## src/rtl/t1map_pkg.sv

```systemverilog
// Package: shared widths, map mode encoding and the per-timeslot map rule.
// Assumes timeslot numbers 0..31 and a 24-channel line frame.
package t1map_pkg;

    localparam int TS_W     = 5;
    localparam int BYTE_W   = 8;
    localparam int CH_W     = 5;
    localparam int NUM_CH   = 24;

    typedef enum logic [1:0] {
        MAP_SPLIT  = 2'b00,
        MAP_FILLER = 2'b01,
        MAP_CONT   = 2'b10,
        MAP_RSVD   = 2'b11
    } map_mode_e;

    typedef struct packed {
        logic            keep;
        logic [CH_W-1:0] ch;
    } map_res_t;

    // Channel number for one timeslot under one map; keep=0 means dropped.
    function automatic map_res_t map_slot(input map_mode_e m, input logic [TS_W-1:0] ts);
        map_res_t r;
        r.keep = 1'b0;
        r.ch   = '0;
        case (m)
            MAP_SPLIT: begin
                if (ts >= 5'd1 && ts <= 5'd12) begin
                    r.keep = 1'b1;
                    r.ch   = ts;
                end else if (ts >= 5'd17 && ts <= 5'd28) begin
                    r.keep = 1'b1;
                    r.ch   = ts - 5'd4;
                end
            end
            MAP_FILLER: begin
                if (ts != '0 && ts[1:0] != 2'b00) begin
                    r.keep = 1'b1;
                    r.ch   = ts - {2'b00, ts[4:2]};
                end
            end
            default: begin
                if (ts >= 5'd1 && ts <= 5'd24) begin
                    r.keep = 1'b1;
                    r.ch   = ts;
                end
            end
        endcase
        return r;
    endfunction

endpackage

```

## src/rtl/t1map_classifier.sv

```systemverilog
// Module: t1map_classifier
// Decides, for the byte now at the input, if it is the framing slot, a kept
// channel (with its channel number), or a dropped timeslot.
// Assumes the mode given is the one latched for the current frame.
module t1map_classifier
    import t1map_pkg::*;
#(
    parameter int P_TS_W = TS_W,
    parameter int P_CH_W = CH_W
) (
    input  map_mode_e         mode,
    input  logic              in_valid,
    input  logic [P_TS_W-1:0] in_ts,
    output logic              is_fslot,
    output logic              keep,
    output logic [P_CH_W-1:0] ch
);

    map_res_t res;

    // Look up the map and qualify with input valid.
    always_comb begin
        res      = map_slot(mode, in_ts);
        is_fslot = in_valid && (in_ts == '0);
        keep     = in_valid && res.keep;
        ch       = res.ch;
    end

endmodule

```

## src/rtl/t1map_frame_tracker.sv

```systemverilog
// Module: t1map_frame_tracker
// Holds the mode active for the current frame, counts channels emitted in it,
// and flags a new frame that starts before a full set of channels was seen.
// Assumes timeslot 0 marks the start of each frame.
module t1map_frame_tracker
    import t1map_pkg::*;
#(
    parameter int P_NUM_CH = NUM_CH,
    localparam int CNT_W   = $clog2(P_NUM_CH + 1) + 1
) (
    input  logic      clk,
    input  logic      rst_n,
    input  logic [1:0] mode_sel,
    input  logic      is_fslot,
    input  logic      keep,
    output map_mode_e active_mode,
    output logic      short_now
);

    localparam logic [CNT_W-1:0] CNT_FULL = CNT_W'(P_NUM_CH);
    localparam logic [CNT_W-1:0] CNT_MAX  = '1;

    logic [CNT_W-1:0] ch_cnt;
    logic             seen_frame;

    // Latch the requested mode at each frame start.
    always_ff @(posedge clk) begin
        if (!rst_n)        active_mode <= MAP_SPLIT;
        else if (is_fslot) active_mode <= map_mode_e'(mode_sel);
    end

    // Count kept channels in the current frame, saturating.
    always_ff @(posedge clk) begin
        if (!rst_n)                       ch_cnt <= '0;
        else if (is_fslot)                ch_cnt <= '0;
        else if (keep && ch_cnt != CNT_MAX) ch_cnt <= ch_cnt + 1'b1;
    end

    // Remember that at least one frame start has been seen.
    always_ff @(posedge clk) begin
        if (!rst_n)        seen_frame <= 1'b0;
        else if (is_fslot) seen_frame <= 1'b1;
    end

    // Frame start after an incomplete (or overfull) frame.
    always_comb short_now = is_fslot && seen_frame && (ch_cnt != CNT_FULL);

endmodule

```

## src/rtl/t1map_out_stage.sv

```systemverilog
// Module: t1map_out_stage
// Output register stage: presents framing bit, channel byte and strobes one
// cycle after the input byte. Assumes at most one input byte per cycle.
module t1map_out_stage
    import t1map_pkg::*;
#(
    parameter int P_BYTE_W = BYTE_W,
    parameter int P_CH_W   = CH_W,
    parameter int P_NUM_CH = NUM_CH
) (
    input  logic                clk,
    input  logic                rst_n,
    input  logic                is_fslot,
    input  logic                keep,
    input  logic [P_CH_W-1:0]   ch,
    input  logic [P_BYTE_W-1:0] in_byte,
    input  logic                short_now,
    output logic                fbit_valid,
    output logic                fbit,
    output logic                ch_valid,
    output logic [P_CH_W-1:0]   ch_idx,
    output logic [P_BYTE_W-1:0] ch_byte,
    output logic                frame_done,
    output logic                short_err
);

    localparam logic [P_CH_W-1:0] LAST_CH = P_CH_W'(P_NUM_CH);

    // Framing bit path: the last-sent bit of timeslot 0.
    always_ff @(posedge clk) begin
        if (!rst_n) begin
            fbit_valid <= 1'b0;
            fbit       <= 1'b0;
            short_err  <= 1'b0;
        end else begin
            fbit_valid <= is_fslot;
            fbit       <= is_fslot ? in_byte[0] : 1'b0;
            short_err  <= short_now;
        end
    end

    // Channel path: kept byte with its channel number and end-of-frame strobe.
    always_ff @(posedge clk) begin
        if (!rst_n) begin
            ch_valid   <= 1'b0;
            ch_idx     <= '0;
            ch_byte    <= '0;
            frame_done <= 1'b0;
        end else begin
            ch_valid   <= keep;
            ch_idx     <= keep ? ch : '0;
            ch_byte    <= keep ? in_byte : '0;
            frame_done <= keep && (ch == LAST_CH);
        end
    end

endmodule

```

## src/rtl/ts_to_t1_mapper.sv

```systemverilog
// Module: ts_to_t1_mapper (top)
// Maps 32-timeslot system frame bytes onto 24 T1 channels plus framing bit
// under a mode chosen at each frame start. Assumes one byte per valid cycle
// and timeslot 0 opening each frame.
module ts_to_t1_mapper
    import t1map_pkg::*;
(
    input  logic              clk,
    input  logic              rst_n,
    input  logic [1:0]        mode_sel,
    input  logic              in_valid,
    input  logic [TS_W-1:0]   in_ts,
    input  logic [BYTE_W-1:0] in_byte,
    output logic              fbit_valid,
    output logic              fbit,
    output logic              ch_valid,
    output logic [CH_W-1:0]   ch_idx,
    output logic [BYTE_W-1:0] ch_byte,
    output logic              frame_done,
    output logic              short_err
);

    map_mode_e       active_mode;
    logic            is_fslot;
    logic            keep;
    logic [CH_W-1:0] ch;
    logic            short_now;

    t1map_classifier #(.P_TS_W(TS_W), .P_CH_W(CH_W)) u_cls (
        .mode     (active_mode),
        .in_valid (in_valid),
        .in_ts    (in_ts),
        .is_fslot (is_fslot),
        .keep     (keep),
        .ch       (ch)
    );

    t1map_frame_tracker #(.P_NUM_CH(NUM_CH)) u_trk (
        .clk         (clk),
        .rst_n       (rst_n),
        .mode_sel    (mode_sel),
        .is_fslot    (is_fslot),
        .keep        (keep),
        .active_mode (active_mode),
        .short_now   (short_now)
    );

    t1map_out_stage #(.P_BYTE_W(BYTE_W), .P_CH_W(CH_W), .P_NUM_CH(NUM_CH)) u_out (
        .clk        (clk),
        .rst_n      (rst_n),
        .is_fslot   (is_fslot),
        .keep       (keep),
        .ch         (ch),
        .in_byte    (in_byte),
        .short_now  (short_now),
        .fbit_valid (fbit_valid),
        .fbit       (fbit),
        .ch_valid   (ch_valid),
        .ch_idx     (ch_idx),
        .ch_byte    (ch_byte),
        .frame_done (frame_done),
        .short_err  (short_err)
    );

endmodule

```

## config.mk

```make
export PLATFORM = sky130hd
export DESIGN_NAME = ts_to_t1_mapper
export DESIGN_NICKNAME = d
export VERILOG_FILES = /design/src/rtl/t1map_pkg.sv /design/src/rtl/t1map_classifier.sv /design/src/rtl/t1map_frame_tracker.sv /design/src/rtl/t1map_out_stage.sv /design/src/rtl/ts_to_t1_mapper.sv
export SDC_FILE = /design/constraint.sdc
export NUM_CORES = 1
export LEC_CHECK = 0
export BUFFER_PORTS_ARGS = -buffer_cell sky130_fd_sc_hd__buf_2
export CORE_ASPECT_RATIO = 0.8
export CORE_UTILIZATION = 54
export CTS_BUF_LIST = sky130_fd_sc_hd__clkbuf_4 sky130_fd_sc_hd__clkbuf_8
export DETAILED_ROUTE_END_ITERATION = 7
export PLACE_DENSITY = 0.81
export SETUP_SLACK_MARGIN = 0.15
export SKIP_LAST_GASP = 1
export SYNTH_ARGS = -nofsm -noshare
export SYNTH_HDL_FRONTEND = slang
export SYNTH_HIERARCHICAL = 1
export SYNTH_SLANG_ARGS = --single-unit
```

## constraint.sdc

```tcl
create_clock -name clk -period 2.2 [get_ports clk]
set_clock_uncertainty 0.15 [all_clocks]
set_input_delay 0.11 -clock clk [delete_from_list [all_inputs] [get_ports clk]]
set_output_delay 0.11 -clock clk [all_outputs]
set_load 0.02 [all_outputs]
```

Word level (Yosys, flattened, before mapping)
Index checks and enable logic that the tools add are counted.
W data, S select, Z words.
- memories kept: 0
- bits in latches: 0
- register bits: 27
- ROM bits: 0
- word-level logic and storage cells: 45
- input port bits: 18
- RAM bits: 0
- output and inout port bits: 18
- bitwise operators: 1
- magnitude comparators: 5
- mux-type cells: 5
- div/mod/pow operators: 0
- shifts and indexed selects: 0
- reduce and logical (&&, ||, !) cells: 17
- eq/ne operators: 4
- add/sub/neg operators: 3
- $mul: 0
- operator list (operator ; number):
    $mux W6 ; 4
    $pmux W6 S2 ; 1
    $le A5 B5 Y1 const B ; 2
    $logic_and A1 B1 Y1 ; 10
    $add A6 B1 Y6 const B ; 1
    $ne A6 B5 Y1 const B ; 1
    $ne A6 B6 Y1 const B ; 1
    $eq A5 B5 Y1 const B ; 1
    $ge A5 B1 Y1 const B ; 1
    $ge A5 B5 Y1 const B ; 1
    $le A5 B4 Y1 const B ; 1
    $logic_not A5 Y1 ; 1
    $reduce_bool A5 Y1 ; 1
    $sub A5 B3 Y5 ; 1
    $sub A5 B3 Y5 const B ; 1
    $reduce_and A2 Y1 ; 2
    $eq A2 B1 Y1 const B ; 1
    $logic_not A2 Y1 ; 1
    $reduce_bool A2 Y1 ; 1
    $reduce_or A2 Y1 ; 1
    $not A1 Y1 ; 1

Longest topological paths before layout
Gate-level depths: netlist of run 1.
- depth in word-level cells: 7
- depth in mapped cells: 10
- gate-level depth less buffers: 9

Cells and area by module
The synthesis of run 1 kept the hierarchy.
- modules (own cells, without submodules) (module ; sequential area each (µm²) ; instances ; area each (µm²) ; cells an instance):
    t1map_out_stage ; 360.3 ; 1 ; 499.2 ; 39
    t1map_frame_tracker ; 180.2 ; 1 ; 454.2 ; 49
    t1map_classifier ; 0.0 ; 1 ; 425.4 ; 62

Least setup slack after synthesis of run 1
Ideal clock, no wire load.
- path kind: register to register
- start: register u_trk.active_mode[1]
- end: register u_trk.ch_cnt[5]
- period minus slack after synthesis: 1864 ps
- arrival: 1591 ps
- cell stages (with the launch flop): 8
- path buffers: 2
- slack: 336 ps
- required time: 1927 ps
- library setup time: 123 ps
- cell sequence: dfxtp_1 > clkbuf_1 > and3_1 > o2bb2ai_1 > buf_2 > and3_2 > o211ai_1 > mux2i_1
- longest elaborated chain between the ends: 4
- elaborated cells on any way between the ends: 5
- classes of those cells: eq/ne (1); mux (1); reduce/logical (3)
- RTL lines (item ; RTL line ; RTL):
    start: declaration ; t1map_frame_tracker.sv:16 ; output map_mode_e active_mode,
    start signal: assignment ; t1map_frame_tracker.sv:29 ; else if (is_fslot) active_mode <= map_mode_e'(mode_sel);
    $eq A2 B1 Y1 / $logic_not A2 Y1 (equally long branches) ; t1map_pkg.sv:27 ; case (m)
    $pmux W6 S2 (*) ; t1map_pkg.sv:27 ;
    $logic_and A1 B1 Y1 (*) ; t1map_classifier.sv:25 ; keep = in_valid && res.keep;
    net keep ; ts_to_t1_mapper.sv:25 ; logic keep;
    $logic_and A1 B1 Y1 (*) ; t1map_frame_tracker.sv:36 ; else if (keep && ch_cnt != CNT_MAX) ch_cnt <= ch_cnt + 1'b1;
    end signal: assignment ; t1map_frame_tracker.sv:36 ;
    end: declaration ; t1map_frame_tracker.sv:23 ; logic [CNT_W-1:0] ch_cnt;
Mark *: on every way through the listed nets, which the timed path passes. The rest lies on a longest branch.
A chain may end at the register's enable or synchronous reset.

Worst setup path in the final report of run 1
- start: register u_trk.active_mode[0]
- end: register u_trk.ch_cnt[1]
Same word-level chain as after synthesis.

==> results.md, run 1 <==
* Status: finished clean
* Post-synth cell types at 45
* Fill count at around 150
* Number of DRC markers in iteration 0 at between 80 and 90
* Worst R2R Start: u_trk/active_mode[0]
* Critical Path RT at about 2.3 ns
* Yosys top cell area share at 39.20%
* Clock Sink Count at 27
* # diodes at 0
* Area growth syn-to-layout at 26.04%
* CTS tree: yes
* Mapped Cells at 150
* IO buf count at 35
* DRC at 0
* Setup TNS at 0 ns
* Reg clk slew, reported paths at 0.14 ns
* Row count at 15
* Critical Path Sink: u_trk/ch_cnt[1]
* Worst Hold Depth at 3
* Register area at approximately 540 µm²
* Post-route antenna net violation count at 0
* Skew-Pair Late Insertion Delay at 0.33 ns
* Post-synthesis async set-or-reset flop share at 0%
* VDD IR-drop max at approximately 0.00029 V
* Vias in the first global route at ~1200
* First-pass GRT wire length at 5175 µm
* Die Height at about 47 µm
* Final Cycle Share at between 80% and 90%
* Post-DP HPWL at roughly 2300 µm
* Routability cong. at around 0.98
* Design area at about 1700 µm²
* GR Overflow Total at 0
* Nets at 227
* DR vias/cell at around 5.7
* Via count at ~1300
* Initial antenna violation count at 0
* Core ar. at ~2300 µm²
* Die width at between 50 and 60 µm
* Crit path launch: u_trk/active_mode[0]
* Slew @ Worst Pin at between 0.4 and 0.5 ns
* Seq cells post-synth at 27
* Clock Tree Root: clkbuf_4
* Critical path arrival at just under 2 ns
* CP Max Fanout at 15
* Placed Area at ~1600 µm²
* Setup crit end kind: flop
* Setup Fix Bufs, Post-CTS at 0
* Flop-to-flop setup slack at 0.33 ns
* Worst Hold Class: primary input to flop
* Mean Syn Cell Area at 9.192 µm²
* Max-Cap Viols at 0
* Pwr Density at around 530 nW/µm²
* DIE AREA at ~2800 µm²
* Cell taking the most area after synthesis: dfxtp_1
* Worst setup path class: flop to flop
* Max-slew headroom at roughly 69%
* Synthesized cell area at 1379 µm²
* Final Hold Fails at 0
* Cells on worst reg2reg path at 7
* Routed len/inst at between 10 and 15 µm
* Initial DRT Pass Iterations at 4
* Area of the multi-input gates at between 700 and 800 µm²
* EDFF count, synth at 0
* Largest net degree at the start of global routing at 23
* Setup violations, final at 0
* Layout cell share with drive strength beyond 1 at ~30%
* Fin cells at roughly 230
* Most used DFF post-synth: dfxtp_1
* Seq/Total Area, Yosys at between 30% and 40%
* Slew Limit Fails at 0
* Routed WL at about 3300 µm
* Synth warn at 6
* Synth area leaders: dfxtp_1, ha_1, and3_2, and3_1, mux2i_1
* H-tree depth at 1
* F_max at between 500 and 600 MHz
* Synthesized Nets at 178
* Reg-to-reg endpoint: u_trk/ch_cnt[1]
* Longest Clk Path Bufs at 2
* Number of cells after detailed placement at 217
* Leakage at between 0.8 and 0.9 nW
* Initial Util at 60.72%
* Top Ports at 36
* Unrepaired setup endpoints after global routing: false
* Num CTS Buffers at 3
* GRT Util Overall at between 20% and 30%
* Crit start category: flop
* Crit path time final at roughly 1.9 ns
-- layer usage --
layer  track usage (%)  vias to the layer above  share of wire [%]
li1                  -                      637                  -
met1             31.27                      593                 43
met2             42.30                       90                 43
met3             7.163                       13                 11
met4             13.33                        0                2.6
met5                 0                        -                  0
-- placed cells by master (no fill, tap or decap), types with 2 or more instances in the layout --
cell type and instances:
dlygate4sd3_1 11, inv_2 3, inv_1 6, a31oi_1 3, nor2b_1 4, and3_1 10, and3_2 9, nand2b_1 2
buf_4 4, ha_1 9, o21ai_0 4, buf_2 35, clkbuf_4 3, a21oi_1 5, nor2_1 9, o32ai_1 2
nand2_1 7, nand3b_1 2, and2_1 3, nor3_1 2, a311oi_1 2, mux2i_1 4, nand3_1 6, and4b_1 2
nand4_1 3, dfxtp_1 27
-- metrics by stage --
stage	utilization, %	worst slack, ns	power [mW]	hold WS [ns]
2_1_floorplan	-	0.3356	0.6293	0.07747
3_3_place_gp	70.14	0.1991	0.6801	0.2023
3_5_place_dp	70.14	0.1283	0.6859	0.2065
4_1_cts	76.31	0.2823	0.9181	0.08543
5_1_grt	76.53	0.2074	0.9618	0.1156
6_report	76.53	0.3298	0.9156	0.1043
-- cell usage after synthesis, types with 2 or more instances --
library cell,count
mux2i_1,4
nand3b_1,2
nor2b_1,4
o32ai_1,2
and3_1,10
a31oi_1,3
nand4_1,3
nor2_1,9
buf_2,2
nand2_1,7
dfxtp_1,27
and3_2,9
a21oi_1,5
clkbuf_1,2
nand2b_1,2
a311oi_1,2
inv_2,3
and2_1,3
nor3_1,3
o21ai_0,4
and4b_1,2
nand3_1,6
inv_1,6
ha_1,9
-- final cells by class --
cell class              instances  share of cell area [%]
clock buffers                   3                   1.296
clock inverters                 1                  0.4320
inverters                       9                   1.944
multi-input cells             108                   44.64
flip-flops and latches         27                   31.10
well taps                      34                   2.448
repair buffers                 50                   18.14
-- critical path: stages (launching register included) --
cell and delay (ns):
dfxtp_1 0.42, o21ai_1 0.20, a21boi_1 0.19, o2bb2ai_1 0.23, buf_4 0.22, nor2b_1 0.07, a31oi_1 0.17, a31oi_1 0.11
-- how the worst min path moves through the flow --
| stage | start | to |
|---|---|---|
| global placement | in_byte[2] | u_out/ch_byte[2] |
| global route | in_ts[4] | u_out/frame_done |
| floorplan | rst_n | u_trk/seen_frame |
| finish | in_ts[4] | u_out/ch_idx[4] |
| detailed placement | in_byte[6] | u_out/ch_byte[6] |
| CTS | in_ts[4] | u_out/ch_idx[4] |
-- where the power goes --
group | leakage [nW] | total [mW] | internal [mW] | switching, mW
combinational | 0.603 | 0.183 | 0.0800 | 0.103
clock | 0.0139 | 0.219 | 0.0697 | 0.150
sequential | 0.220 | 0.513 | 0.505 | 0.00755
total | 0.837 | 0.916 | 0.655 | 0.261
-- registers in the layout, indices dropped and copies added, names as in the netlist --
signal / count
u_out/ch_byte: 8
u_out/ch_idx: 5
u_out/ch_valid: 1
u_out/fbit: 1
u_out/fbit_valid: 1
u_out/frame_done: 1
u_out/short_err: 1
u_trk/active_mode: 2
u_trk/ch_cnt: 6
u_trk/seen_frame: 1
-- repair_timing --
item	4_1_cts	5_1_grt
gates resized for setup	0	1
hold buffers	11	0
endpoints found under the hold margin	12	0
setup endpoints to repair	0	1
-- kinds of logic (layout without fill, tap and decap cells) --
| family | count (synthesis) | count (layout) | share of synthesized area, % |
|---|---|---|---|
| AOI/OAI and AO/OA | 28 | 28 | 15.07 |
| xor gates and xnor gates | 1 | 1 | 0.6353 |
| adders and majority gates | 10 | 10 | 9.619 |
| buffers and inverters | 15 | 63 | 4.900 |
| DFF | 27 | 27 | 39.20 |
| muxes | 4 | 4 | 2.904 |
| and+or+nand+nor | 65 | 65 | 27.68 |
No activity file was read; power rests on OpenSTA's default activity.
==> inputs of run 2 (changes only) <==
CORE_ASPECT_RATIO = unset   (was 0.8)
==> results.md, run 2 (synthesis results as in run 1) <==
* First-pass GRT wire length at 5292 µm (+2.3%)
* Reg-to-reg endpoint: u_trk/ch_cnt[5]
* Worst stage delay on the critical path at 0.38 ns (-0.04 ns)
* Max reg flops at 8 (unchanged)
* Largest net degree at the start of global routing at 23 (unchanged)
* Clock Tree Root: clkbuf_4
* Initial antenna violation count at 0 (unchanged)
* Max-slew headroom at 64.17% (-4.9 points)
* Crit path time final at 1.902 ns (+0.03198 ns)
* Pwr Density at 524.4 nW/µm² (-0.46%)
* Critical Path RT at 2.27 ns (about the same)
* Critical path arrival at 1.97 ns (+0.02 ns)
* Worst Hold Class: primary input to flop
* Nets at 227 (unchanged)
* Top Ports at 36 (unchanged)
* Crit start category: flop
* Largest register by flop count: u_out/ch_byte
* Worst Hold Depth at 3 (unchanged)
* DIE AREA at 2759 µm² (about the same)
* Reg clk slew, reported paths at 0.15 ns (about the same)
* Post-route antenna net violation count at 0 (unchanged)
* Unrepaired setup endpoints after global routing: false
* Initial Util at 59.47% (-1.2 points)
* # diodes at 0 (unchanged)
* Most common cell after layout, fill and taps aside: buf_2
* Initial DRT Pass Iterations at 4 (unchanged)
* Leakage at 0.8399 nW (+0.40%)
* Clock Sink Count at 27 (unchanged)
* DR vias/cell at 5.898 (+2.7%)
* Routed len/inst at 14.81 µm (+4.0%)
* Setup violations, final at 0 (unchanged)
* Status: finished clean
* Worst setup path class: flop to flop
* CTS tree: yes
* GRT Util Overall at 26.02% (+0.44 points)
* Via count at 1333 (unchanged)
* Final WS setup at 0.2979 ns (-0.03198 ns)
* F_max at 525.7 MHz (-1.7%)
* Commonest cells after routing, fill and taps aside: buf_2, dfxtp_1, dlygate4sd3_1
* Num CTS Buffers at 3 (unchanged)
* Die width at 52.53 µm (-10%)
* Die Height at 52.53 µm (+11%)
* IO buf count at 35 (unchanged)
* Setup Fix Bufs, Post-CTS at 0 (unchanged)
* Slew @ Worst Pin at 0.5333 ns (+0.07374 ns)
* CP Max Fanout at 11 (-4)
* Cells on worst reg2reg path at 6 (-1)
* DR WL met2 at 1673 µm (+17%)
* Post-DP HPWL at 2322 µm (+1.6%)
* Max-Cap Viols at 0 (unchanged)
* Skew-Pair Late Insertion Delay at 0.32 ns (about the same)
* Slew Limit Fails at 0 (unchanged)
* Final Hold Fails at 0 (unchanged)
* Highest metal used: met4
* DRC at 0 (unchanged)
* Routability cong. at 0.9908 (+1.4%)
* Place WS at 0.03061 ns (-0.09768 ns)
* Worst R2R Start: u_trk/active_mode[0]
* H-tree depth at 1 (unchanged)
* Final Cycle Share at 86.46% (+1.5 points)
* Hold Startpoint: in_ts[4]
* Routed WL at 3347 µm (+1.3%)
* DR WL met3 at 282 µm (-22%)
* Layout cell share with drive strength beyond 1 at 30.30% (unchanged)
* Area growth syn-to-layout at 26.50%
* Flop-to-flop setup slack at 0.30 ns (-0.03 ns)
* GR Overflow Total at 0 (unchanged)
* Setup TNS at 0 ns (unchanged)
* Number of DRC markers in iteration 0 at 49 (-44%)
* Hold Crit Endpoint: u_out/ch_idx[4]
* Met1 WL at 1360 µm (-4.7%)
* Longest Clk Path Bufs at 2 (unchanged)
* Setup crit end kind: flop
* Row count at 17 (+2)
* VDD IR-drop max at 0.0004146 V (+43%)
* Crit path launch: u_trk/active_mode[0]
* Core ar. at 2318 µm² (+2.1%)
* Worst path slowest cell: dfxtp_1
* Biggest regs: u_out/ch_byte x8, u_trk/ch_cnt x6, u_out/ch_idx x5
* Critical-path cell list: nor3_1, a21boi_1, o2bb2ai_4, and3_2, o211ai_1, mux2i_1
* Vias in the first global route at 1229 (+3.3%)
-- run 2: final cells by class --
type                       instances  area [µm²]
timing repair buffer              50       315.3
inverter                           9       33.78
clock buffer                       3       22.52
tap                               28       35.03
fill                             178       574.3
clock inverter                     1       7.507
multi-input combinational        108       789.5
sequential                        27       540.5
-- run 2: per-stage QoR --
stage          instance area [µm²]  hold slack [ns]  total power [mW]  utilization (%)  instances
2_1_floorplan                 1379          0.07747            0.6293                -        150
3_3_place_gp                  1585           0.1982            0.6759            68.38        211
3_5_place_dp                  1585           0.2009            0.6849            68.38        211
4_1_cts                       1732           0.1109            0.9117            74.69        226
5_1_grt                       1744           0.1303            0.9663            75.23        226
6_report                      1744           0.1204            0.9147            75.23        226
-- run 2: routing by layer --
metal  global-route usage [%]  vias to the layer above
li1                         -                      640
met2                    45.15                       76
met5                        0                        -
met4                    6.140                        0
met3                    4.058                        6
met1                    33.39                      611
-- run 2: critical path: cells and delay by family, from the launching register on --
kind / cells / cell delay (ns)
AND/OR/NAND/NOR: 2 / 0.58
AO/OA/AOI/OAI: 3 / 0.56
flip-flops: 1 / 0.38
multiplexers: 1 / 0.13
-- run 2: where the power goes --
part / switching [mW] / total (mW) / internal (mW) / leakage [nW]
registers: 0.00735 / 0.513 / 0.505 / 0.220
clock network: 0.147 / 0.216 / 0.0693 / 0.0139
logic: 0.105 / 0.185 / 0.0804 / 0.606
-- run 2: what timing repair did --
item / in CTS / in global routing
endpoints found under the setup margin: 4 / 2
gates resized for setup: 1 / 1
cloned: 0 / 0
hold endpoints to repair: 12 / 0
hold buffers: 11 / 0
-- run 2: worst max path at each step --
stage / endpoint / slack (ns) / depth (start not counted)
2_1_floorplan: u_trk/ch_cnt[5] / 0.34 / 7
3_3_place_gp: u_trk/ch_cnt[5] / 0.14 / 10
3_5_place_dp: u_trk/ch_cnt[5] / 0.03 / 8
4_1_cts: u_trk/ch_cnt[5] / 0.28 / 6
5_1_grt: u_trk/ch_cnt[3] / 0.15 / 5
6_report: u_trk/ch_cnt[5] / 0.30 / 6
==> inputs of run 3 (changes only) <==
ABC_AREA = 1   (was unset)
CORE_UTILIZATION = 55   (was 54)
==> results.md, run 3 <==
* Status: finished clean
* Final Cycle Share at 85.77% (-0.69 points)
* Routed WL at 3193 µm (-4.6%)
* Reg-to-reg endpoint: u_trk/ch_cnt[3]
* Cell taking the most area after synthesis: dfxtp_1
* Flop-to-flop setup slack at 0.31 ns (+0.02 ns)
* Crit start category: flop
* Post-route antenna net violation count at 0 (unchanged)
* Fin util at 73.43% (-1.8 points)
* F_max at 529.9 MHz (+0.80%)
* Unrepaired setup endpoints after global routing: false
* H-tree depth at 1 (unchanged)
* IO buf count at 35 (unchanged)
* Die width at 55.35 µm (+5.4%)
* Post-DP HPWL at 2300 µm (-0.97%)
* Initial antenna violation count at 0 (unchanged)
* Longest Clk Path Bufs at 2 (unchanged)
* Mapped Cells at 223 (+49%)
* Nets at 300 (+32%)
* Routability cong. at 0.9372 (-5.4%)
* Max-slew headroom at 70.10% (+5.9 points)
* GR Overflow Total at 0 (unchanged)
* Num CTS Buffers at 3 (unchanged)
* WHS at 0.03705 ns (-0.08337 ns)
* Hold Startpoint: in_ts[0]
* Worst stage delay on the critical path at 0.44 ns (+0.06 ns)
* Setup Fix Bufs, Post-CTS at 0 (unchanged)
* Commonest cells after routing, fill and taps aside: inv_1, nand2_1, buf_2
* Clock Tree Root: clkbuf_4
* Clock Sink Count at 27 (unchanged)
* Via count at 1510 (+13%)
* Cells on worst reg2reg path at 8 (+2)
* Critical path's most frequent cell: nor2_4
* Most frequent cells after synthesis: inv_1, nand2_1, nor2_1
* Layout cell share with drive strength beyond 1 at 24.35% (-5.9 points)
* Largest register by flop count: u_out/ch_byte
* First-pass GRT wire length at 5492 µm (+3.8%)
* Synthesized cell area at 1565 µm² (+14%)
* Setup TNS at 0 ns (unchanged)
* Crit path launch: u_trk/active_mode[1]
* Synth warn at 6 (unchanged)
* Setup violations, final at 0 (unchanged)
* Slew @ Worst Pin at 0.4469 ns (-0.08639 ns)
* EDFF count, synth at 0 (unchanged)
* Critical path arrival at 2.02 ns (+0.05 ns)
* CTS tree: yes
* DR vias/cell at 5.017 (-15%)
* Area growth syn-to-layout at 21.50%
* Final Hold Fails at 0 (unchanged)
* Max-Cap Viols at 0 (unchanged)
* CP Max Fanout at 11 (unchanged)
* Crit path time final at 1.887 ns (-0.01516 ns)
* Setup crit end kind: flop
* Hold Crit Endpoint: u_out/ch_idx[0]
* Critical Path RT at 2.33 ns (+0.06 ns)
* Yosys top cell area share at 34.53% (-4.7 points)
* Worst Hold Class: primary input to flop
* Die Height at 55.35 µm (+5.4%)
* Synth area leaders: dfxtp_1, inv_1, nand2_1, nor2_1, ha_1
* Worst setup path class: flop to flop
* DRC at 0 (unchanged)
* Slew Limit Fails at 0 (unchanged)
* Seq/Total Area, Yosys at 34.53% (-4.7 points)
* Post-synth cell types at 23 (-49%)
* Critical-path cell list: nor2_1, nand2_2, nor2_4, nor2_2, nor2_4, a21boi_1, nand2_1, a21boi_2
* Leakage at 1.057 nW (+26%)
* Largest net degree at the start of global routing at 17 (-26%)
* Synthesized Nets at 251 (+41%)
* Skew-Pair Late Insertion Delay at 0.33 ns (about the same)
* Worst Hold Depth at 5 (+2)
* Pwr Density at 487.6 nW/µm² (-7.0%)
* Worst path slowest cell: dfxtp_1
* GRT Util Overall at 22.41% (-3.6 points)
* VDD IR-drop max at 0.0006556 V (+58%)
* Post-synthesis async set-or-reset flop share at 0% (unchanged)
* Initial Util at 60.43% (+0.96 points)
* DIE AREA at 3063 µm² (+11%)
* Mean Syn Cell Area at 7.019 µm² (-24%)
* Reg clk slew, reported paths at 0.15 ns (about the same)
* Vias in the first global route at 1328 (+8.1%)
* Most used DFF post-synth: dfxtp_1
* # diodes at 0 (unchanged)
* Routed len/inst at 10.61 µm (-28%)
* Number of DRC markers in iteration 0 at 70 (+43%)
* Seq cells post-synth at 27 (unchanged)
* Worst R2R Start: u_trk/active_mode[1]
* Design area at 1902 µm² (+9.0%)
* Initial DRT Pass Iterations at 4 (unchanged)
* Total power at 0.9273 mW (+1.4%)
* Max reg flops at 8 (unchanged)
* Top Ports at 36 (unchanged)
* Biggest regs: u_out/ch_byte x8, u_trk/ch_cnt x6, u_out/ch_idx x5
* Placed Area at 1737 µm² (+9.6%)
* Core ar. at 2590 µm² (+12%)
* Row count at 18 (+1)
==> run 3: cell count changes after synthesis, moves of 7 or more <==
| cell | before | now |
|---|---|---|
| nand3_1 | 6 | 18 |
| and3_1 | 10 | 0 |
| nor2_1 | 9 | 33 |
| and3_2 | 9 | 0 |
| nand2_1 | 7 | 42 |
| nor2_2 | 0 | 11 |
| inv_1 | 6 | 42 |
| nand2_2 | 0 | 7 |
==> run 3: area by class of cell <==
type / instances / area, µm²
clock buffer: 3 / 22.52
tap: 30 / 37.54
inverter: 43 / 161.4
timing repair buffer: 48 / 305.3
clock inverter: 1 / 7.507
fill: 212 / 688.2
multi-input combinational: 149 / 827.0
sequential: 27 / 540.5
==> run 3: report_power, final <==
group / switching, mW / leakage [nW] / internal [mW]
registers: 0.00829 / 0.220 / 0.504
logic: 0.120 / 0.824 / 0.0780
clock network: 0.147 / 0.0139 / 0.0696
==> run 3: stage by stage <==
| step | std cells | setup WS (ns) |
|---|---|---|
| floorplan | 223 | 0.4284 |
| global placement | 284 | 0.3127 |
| detailed placement | 284 | 0.2514 |
| CTS | 301 | 0.2339 |
| global route | 301 | 0.1822 |
| finish | 301 | 0.3130 |
==> run 3: worst max-delay path by stage <==
| stage | to | slack, ns | cells past startpoint |
|---|---|---|---|
| 6_report | u_trk/ch_cnt[3] | 0.31 | 8 |
| 5_1_grt | u_trk/ch_cnt[3] | 0.18 | 8 |
| 4_1_cts | u_trk/ch_cnt[3] | 0.23 | 8 |
| 3_5_place_dp | u_trk/ch_cnt[3] | 0.25 | 12 |
| 3_3_place_gp | u_trk/ch_cnt[3] | 0.31 | 8 |
| 2_1_floorplan | u_trk/ch_cnt[3] | 0.43 | 9 |
==> run 3: metal layers <==
layer | track usage [%] | vias to the layer above | wire length, µm
met5 | 0 | - | 0
met4 | 7.143 | 0 | 34
met3 | 6.089 | 5 | 271
met2 | 37.35 | 63 | 1464
met1 | 27.99 | 660 | 1423
li1 | - | 782 | -
==> run 3: logic make-up after synthesis <==
logic type / synth area share (%)
flops: 34.53
compound gates: 4.236
simple gates: 39.81
fa+ha+maj: 8.473
buf+inv: 12.95
==> run 3: worst max-delay path, delay by kind of cell, from the launching register on <==
family	cells	cell delay, ns
flip-flops	1	0.44
AO/OA/AOI/OAI	2	0.40
AND/OR/NAND/NOR	6	0.84
==> run 3: timing repair <==
| action | CTS | global route |
|---|---|---|
| endpoints found under the setup margin | 0 | 10 |
| hold buffers | 13 | 0 |
| resized for setup | 0 | 1 |
| hold endpoints to repair | 16 | 0 |
